--- config.mk ---
export PLATFORM = sky130hd
export DESIGN_NAME = arith_unit
export DESIGN_NICKNAME = d
export VERILOG_FILES = /design/src/rtl/arith_pkg.sv /design/src/rtl/arith_ctrl.sv /design/src/rtl/arith_datapath.sv /design/src/rtl/arith_unit.sv
export SDC_FILE = /design/constraint.sdc
export NUM_CORES = 2
export LEC_CHECK = 0
export ABC_AREA = 1
export BUFFER_PORTS_ARGS = -buffer_cell sky130_fd_sc_hd__buf_2
export CAP_MARGIN = 20
export CORE_MARGIN = 3
export CORE_UTILIZATION = 55
export DETAILED_ROUTE_END_ITERATION = 10
export HOLD_SLACK_MARGIN = 0.12
export PLACE_DENSITY = 0.78
export REMOVE_ABC_BUFFERS = 1
export SLEW_MARGIN = 10
export SYNTH_ARGS = -nofsm -noshare
export SYNTH_HDL_FRONTEND = slang
export SYNTH_HIERARCHICAL = 1
export SYNTH_SLANG_ARGS = --single-unit
--- constraint.sdc ---
create_clock -name clk -period 3.6 [get_ports clk]
set_clock_uncertainty 0.1 [all_clocks]
set_input_delay 0.72 -clock clk [delete_from_list [all_inputs] [get_ports clk]]
set_output_delay 0.72 -clock clk [all_outputs]
set_load 0.1 [all_outputs]
--- src/rtl/arith_pkg.sv ---
`timescale 1ns/1ps
package arith_pkg;

  typedef enum logic [2:0] {
    OP_NOP = 3'd0,
    OP_ADD = 3'd1,
    OP_SUB = 3'd2,
    OP_MUL = 3'd3,
    OP_DIV = 3'd4
  } arith_op_e;

  typedef struct packed {
    logic load;    // capture operands, compute single-cycle ops
    logic step;    // one restoring-division iteration
    logic finish;  // apply quotient sign, publish divide result
  } arith_strobe_t;

  typedef enum logic [1:0] {
    ST_IDLE = 2'd0,
    ST_CALC = 2'd1,
    ST_FIN  = 2'd2,
    ST_DONE = 2'd3
  } arith_state_e;

endpackage

--- src/rtl/arith_ctrl.sv ---
`timescale 1ns/1ps
module arith_ctrl
  import arith_pkg::*;
#(
  parameter int WIDTH = 32
) (
  input  logic          clk,
  input  logic          rstN,
  input  logic          start,
  input  logic          isDiv,
  input  logic          divFault,
  output arith_strobe_t strobe,
  output logic          done
);

  localparam int CNT_W = $clog2(WIDTH);
  localparam logic [CNT_W-1:0] LAST_STEP = CNT_W'(WIDTH - 1);

  arith_state_e stateQ, stateD;
  logic [CNT_W-1:0] stepCnt;

  always_comb begin
    stateD = stateQ;
    unique case (stateQ)
      ST_IDLE: if (start) stateD = (isDiv && !divFault) ? ST_CALC : ST_DONE;
      ST_CALC: if (stepCnt == LAST_STEP) stateD = ST_FIN;
      ST_FIN:  stateD = ST_DONE;
      ST_DONE: if (!start) stateD = ST_IDLE;
      default: stateD = ST_IDLE;
    endcase
  end

  always_ff @(posedge clk or negedge rstN) begin
    if (!rstN) begin
      stateQ  <= ST_IDLE;
      stepCnt <= '0;
    end else begin
      stateQ <= stateD;
      if (stateQ == ST_IDLE)      stepCnt <= '0;
      else if (stateQ == ST_CALC) stepCnt <= stepCnt + 1'b1;
    end
  end

  always_comb begin
    strobe.load   = (stateQ == ST_IDLE) && start;
    strobe.step   = (stateQ == ST_CALC);
    strobe.finish = (stateQ == ST_FIN);
  end

  assign done = (stateQ == ST_DONE);

  AST_DONE_HOLDS: assert property (@(posedge clk) disable iff (!rstN)
    (done && start) |=> done);
  AST_DONE_DROPS: assert property (@(posedge clk) disable iff (!rstN)
    (done && !start) |=> !done);
  AST_STROBE_EXCLUSIVE: assert property (@(posedge clk) disable iff (!rstN)
    $onehot0({strobe.load, strobe.step, strobe.finish, done}));

endmodule

--- src/rtl/arith_datapath.sv ---
`timescale 1ns/1ps
module arith_datapath
  import arith_pkg::*;
#(
  parameter int WIDTH = 32
) (
  input  logic             clk,
  input  logic             rstN,
  input  arith_strobe_t    strobe,
  input  logic [2:0]       opcode,
  input  logic [WIDTH-1:0] operandA,
  input  logic [WIDTH-1:0] operandB,
  output logic             isDiv,
  output logic             divFault,
  output logic [WIDTH-1:0] resultQ,
  output logic [WIDTH-1:0] remQ,
  output logic             errorQ
);

  localparam int PROD_W = 2 * WIDTH;
  localparam logic [WIDTH-1:0] MOST_NEG = {1'b1, {(WIDTH-1){1'b0}}};
  localparam logic [WIDTH-1:0] MINUS_ONE = '1;

  // single-cycle arithmetic on the live operands
  logic [WIDTH-1:0]  sumVal, diffVal;
  logic              sumOvf, diffOvf, mulOvf;
  logic [PROD_W-1:0] prodVal;
  logic [WIDTH:0]    prodTop;

  always_comb begin
    sumVal  = operandA + operandB;
    diffVal = operandA - operandB;
    sumOvf  = (operandA[WIDTH-1] == operandB[WIDTH-1]) &&
              (sumVal[WIDTH-1] != operandA[WIDTH-1]);
    diffOvf = (operandA[WIDTH-1] != operandB[WIDTH-1]) &&
              (diffVal[WIDTH-1] != operandA[WIDTH-1]);
    prodVal = PROD_W'($signed(operandA) * $signed(operandB));
    prodTop = prodVal[PROD_W-1:WIDTH-1];
    mulOvf  = (prodTop != '0) && (prodTop != '1);
  end

  assign isDiv    = (opcode == OP_DIV);
  assign divFault = (operandB == '0) ||
                    ((operandA == MOST_NEG) && (operandB == MINUS_ONE));

  // magnitudes for the divider; MOST_NEG maps to 2^(WIDTH-1) unsigned
  logic [WIDTH-1:0] magA, magB;
  assign magA = operandA[WIDTH-1] ? (~operandA + 1'b1) : operandA;
  assign magB = operandB[WIDTH-1] ? (~operandB + 1'b1) : operandB;

  // divider state
  logic [WIDTH-1:0] quoShift, remAcc, divisorMag;
  logic             negQuo;
  logic [WIDTH:0]   trialShift, trialDiff;
  logic             quoBit;

  always_comb begin
    trialShift = {remAcc, quoShift[WIDTH-1]};
    trialDiff  = trialShift - {1'b0, divisorMag};
    quoBit     = !trialDiff[WIDTH];
  end

  always_ff @(posedge clk or negedge rstN) begin
    if (!rstN) begin
      quoShift   <= '0;
      remAcc     <= '0;
      divisorMag <= '0;
      negQuo     <= 1'b0;
    end else if (strobe.load) begin
      quoShift   <= magA;
      remAcc     <= '0;
      divisorMag <= magB;
      negQuo     <= operandA[WIDTH-1] ^ operandB[WIDTH-1];
    end else if (strobe.step) begin
      quoShift <= {quoShift[WIDTH-2:0], quoBit};
      remAcc   <= quoBit ? trialDiff[WIDTH-1:0] : trialShift[WIDTH-1:0];
    end
  end

  // published results
  always_ff @(posedge clk or negedge rstN) begin
    if (!rstN) begin
      resultQ <= '0;
      remQ    <= '0;
      errorQ  <= 1'b0;
    end else if (strobe.load) begin
      remQ <= '0;
      unique case (opcode)
        OP_ADD: begin
          errorQ  <= sumOvf;
          resultQ <= sumOvf ? '0 : sumVal;
        end
        OP_SUB: begin
          errorQ  <= diffOvf;
          resultQ <= diffOvf ? '0 : diffVal;
        end
        OP_MUL: begin
          errorQ  <= mulOvf;
          resultQ <= mulOvf ? '0 : prodVal[WIDTH-1:0];
        end
        OP_DIV: begin
          errorQ  <= divFault;
          resultQ <= '0;
        end
        default: begin
          errorQ  <= 1'b0;
          resultQ <= '0;
        end
      endcase
    end else if (strobe.finish) begin
      resultQ <= negQuo ? (~quoShift + 1'b1) : quoShift;
      remQ    <= remAcc;
    end
  end

  AST_REM_BELOW_DIVISOR: assert property (@(posedge clk) disable iff (!rstN)
    strobe.finish |-> (remAcc < divisorMag));
  AST_FAULT_SKIPS_LOOP: assert property (@(posedge clk) disable iff (!rstN)
    (strobe.load && isDiv && divFault) |=> !strobe.step);

endmodule

--- src/rtl/arith_unit.sv ---
`timescale 1ns/1ps
module arith_unit
  import arith_pkg::*;
#(
  parameter int WIDTH = 32
) (
  input  logic             clk,
  input  logic             rstN,
  input  logic [2:0]       opcode,
  input  logic [WIDTH-1:0] operandA,
  input  logic [WIDTH-1:0] operandB,
  input  logic             start,
  output logic [WIDTH-1:0] result,
  output logic [WIDTH-1:0] remainder,
  output logic             done,
  output logic             error
);

  arith_strobe_t strobe;
  logic isDiv, divFault;

  arith_ctrl #(.WIDTH(WIDTH)) ctrl_i (
    .clk      (clk),
    .rstN     (rstN),
    .start    (start),
    .isDiv    (isDiv),
    .divFault (divFault),
    .strobe   (strobe),
    .done     (done)
  );

  arith_datapath #(.WIDTH(WIDTH)) dp_i (
    .clk      (clk),
    .rstN     (rstN),
    .strobe   (strobe),
    .opcode   (opcode),
    .operandA (operandA),
    .operandB (operandB),
    .isDiv    (isDiv),
    .divFault (divFault),
    .resultQ  (result),
    .remQ     (remainder),
    .errorQ   (error)
  );

  AST_RESULT_STABLE: assert property (@(posedge clk) disable iff (!rstN)
    (done && $past(done)) |-> ($stable(result) && $stable(remainder) && $stable(error)));
  AST_REM_POSITIVE: assert property (@(posedge clk) disable iff (!rstN)
    done |-> !remainder[WIDTH-1]);
  AST_DIV_ZERO_ERR: assert property (@(posedge clk) disable iff (!rstN)
    ($rose(done) && opcode == OP_DIV && operandB == '0) |-> error);
  AST_NOP_CLEAN: assert property (@(posedge clk) disable iff (!rstN)
    ($rose(done) && opcode == OP_NOP) |-> (!error && result == '0 && remainder == '0));
  AST_ERR_ZEROED: assert property (@(posedge clk) disable iff (!rstN)
    (done && error) |-> (result == '0 && remainder == '0));

endmodule

==> results.json <==
{
  "timing.final.crit_share_pct": 226,
  "synth_warnings": 6,
  "finalSetupViolations": 33,
  "crit_arrival_ns": 8.42,
  "start_util_pct": 55.9,
  "rows": 114,
  "cts_sinks": 169,
  "synth_fa_ha_area_share_pct": 46.5,
  "setup.worst_path.end_class": "register",
  "cp_max_fo": 8,
  "synth_xor_area_share_pct": 2.46,
  "wl_per_cell_um": 22.0,
  "critPathKind": "input port to register",
  "max_clock_freq_ghz": 0.123,
  "max_stage_delay_ns": 0.58,
  "synth_commonest_cells": "2108 x nand2_1, 1794 x inv_1, 1085 x fa_1",
  "drcViolationCount": 3,
  "postCtsHoldBufs": 0,
  "port_buffers": 135,
  "routed_wl_um": 211000,
  "clockBufferDepth": 2,
  "grt_pass1_vias": 54600,
  "yosysMostFrequentCell": "nand2_1",
  "first_pass_iters": 11,
  "synth_top_area_share_pct": 39.9,
  "synth-seq-cells": 169,
  "worstMarginPinSlew_ns": 0.929,
  "area_delta_synth_final_pct": 23.3,
  "synth_compound_area_share_pct": 6.63,
  "clkTransAtPathRegs_ns": 0.07,
  "yosys.area.top_type": "fa_1",
  "grt_start_max_net_pins": 73,
  "final-hold-violation-count": 0,
  "gp_congestion": 1.08,
  "syn_inst": 7385,
  "utilization_pct": 68.9,
  "htree_levels": 4,
  "grt_first_pass_wirelength_um": 313000,
  "overflow": 0,
  "stdcell_area_um2": 67100,
  "outcome": "finished with violations",
  "final_nets": 9712,
  "antenna_found_initial": 6,
  "ios": 136,
  "viasPerCell": 5.55,
  "rsz0062_at_grt": "true",
  "start_kind": "input port",
  "place_ws_ns": -5.23,
  "dp.cells": 9485,
  "async_flop_share_pct": 100,
  "synthesis.area_um2": 54400,
  "synth_top_family_by_area": "adder cells",
  "synth_area_leaders": "fa_1 40%, nand2_1 15%, inv_1 12%",
  "die_x_um": 321,
  "synth-edff-count": 0,
  "cts_buffers": 17,
  "fin_cells": 9563,
  "postPlaceCellArea_um2": 64100,
  "ant_nets": 0,
  "drtIter0Drc": 5249,
  "final_max_slew_viol_count": 0,
  "maxCapViolCount": 0,
  "fp.dieArea_um2": 103000,
  "period_minus_slack_ns": 8.14,
  "synth_ff_type": "dfrtp_1",
  "coreArea_um2": 97400,
  "required_ns": 3.88,
  "cts_tree": "done",
  "synth-simple-area-share_pct": 21.5,
  "die_y_um": 321,
  "vias": 53000,
  "track_usage_pct": 40.1,
  "hold_path.class": "input port to asynchronous set/reset pin",
  "synthDistinctLibCells": 54,
  "ctsRootBufferMaster": "clkbuf_16",
  "yosysSeqAreaShare_pct": 7.77,
  "setup_ws_ns": -4.54,
  "clk_latency_ns": 0.46,
  "drive_gt1_share_pct": 20.4,
  "hpwl_um": 176000,
  "crit_slowest_cell": "fa_1",
  "synth.area.mux_share_pct": 0,
  "synth_area_per_cell_um2": 7.37,
  "violations": "DRC, setup timing",
  "maxSlewHeadroom_pct": 37.7
}
critical path: cells and delay by family:
family	cells	cell delay, ns
AOI/OAI and AO/OA	2	0.30
adders and majority gates	9	4.21
buffers and inverters	13	1.47
and+or+nand+nor	16	1.71
state kept, by name (all words and copies together), names as in the netlist:
name	count
dp_i/remAcc	32
dp_i/resultQ	32
dp_i/remQ	32
dp_i/errorQ	1
dp_i/negQuo	1
ctrl_i/stateQ	2
ctrl_i/stepCnt	5
dp_i/divisorMag	32
dp_i/quoShift	32
cells in the final DEF, fill, tap and decap left out, drive strengths merged, types with 11 or more instances in the layout:
cell	synthesis	final
fa	1085	1085
nand4	67	67
nor2	377	377
nor4	12	12
ha	289	289
clkbuf	297	47
dfrtp	169	169
xor2	111	111
or2	11	11
nand2	2130	2130
o211ai	22	22
o31ai	11	11
o21ai	300	300
a21oi	239	239
xnor2	42	42
inv	1797	1802
buf	53	1186
nor3	61	61
a31oi	16	16
nand3	213	213
o21bai	16	16
path summary, 6_finish.rpt:
check                                    to         startpoint  cells past startpoint  slack, ns
max                        dp_i/resultQ[30]       operandA[31]                     40      -4.54
min                           dp_i/remQ[11]               rstN                      1       0.18
max reg2reg                 dp_i/remAcc[31]  dp_i/quoShift[31]                     22       0.26
min reg2reg                   dp_i/remQ[22]      dp_i/remQ[22]                      2       0.37
max in group asynchronous    dp_i/remAcc[5]               rstN                      2       2.46
min in group clk              dp_i/remQ[22]      dp_i/remQ[22]                      2       0.37
through the flow:
step	hold WS [ns]	TNS, ns
floorplan	0.324	-207.10
global placement	0.349	-170.07
detailed placement	0.353	-175.35
CTS	0.195	-148.24
global route	0.214	-156.30
finish	0.178	-147.67
area by class of cell:
type	instances	area [um^2]
Antenna cell	7	17.5
Clock buffer	17	425
Clock inverter	14	154
Fill cell	7823	30300
Inverter	1801	6790
Multi-Input combinational cell	5063	43600
Sequential cell	169	4230
Tap cell	1276	1600
Timing Repair Buffer	1216	10300
metal layers:
metal	vias to the layer above	wire length [um]	global-route usage, %	share of wire [%]
met5	-	0	0	0
met4	0	16700	24.2	7.9
met3	852	21700	8.40	10
met2	3165	95600	64.2	45
met1	25700	76700	50.2	36
li1	23400	-	-	-
timing repair:
action	in CTS	in global routing
gates cloned	0	13
endpoints found under the setup margin	37	70
gates resized for setup	30	441
pin swaps	0	152
setup buffers	1	26
cell families after synthesis:
kind of cell / Yosys count
buffers and inverters: 2153
and+or+nand+nor: 2891
xor gates and xnor gates: 153
adders and majority gates: 1374
AOI/OAI and AO/OA: 645
DFF: 169
Power is left out: the tool's default activity adds up to more than one toggle a clock period on the data nets, which glitch-free logic cannot reach.
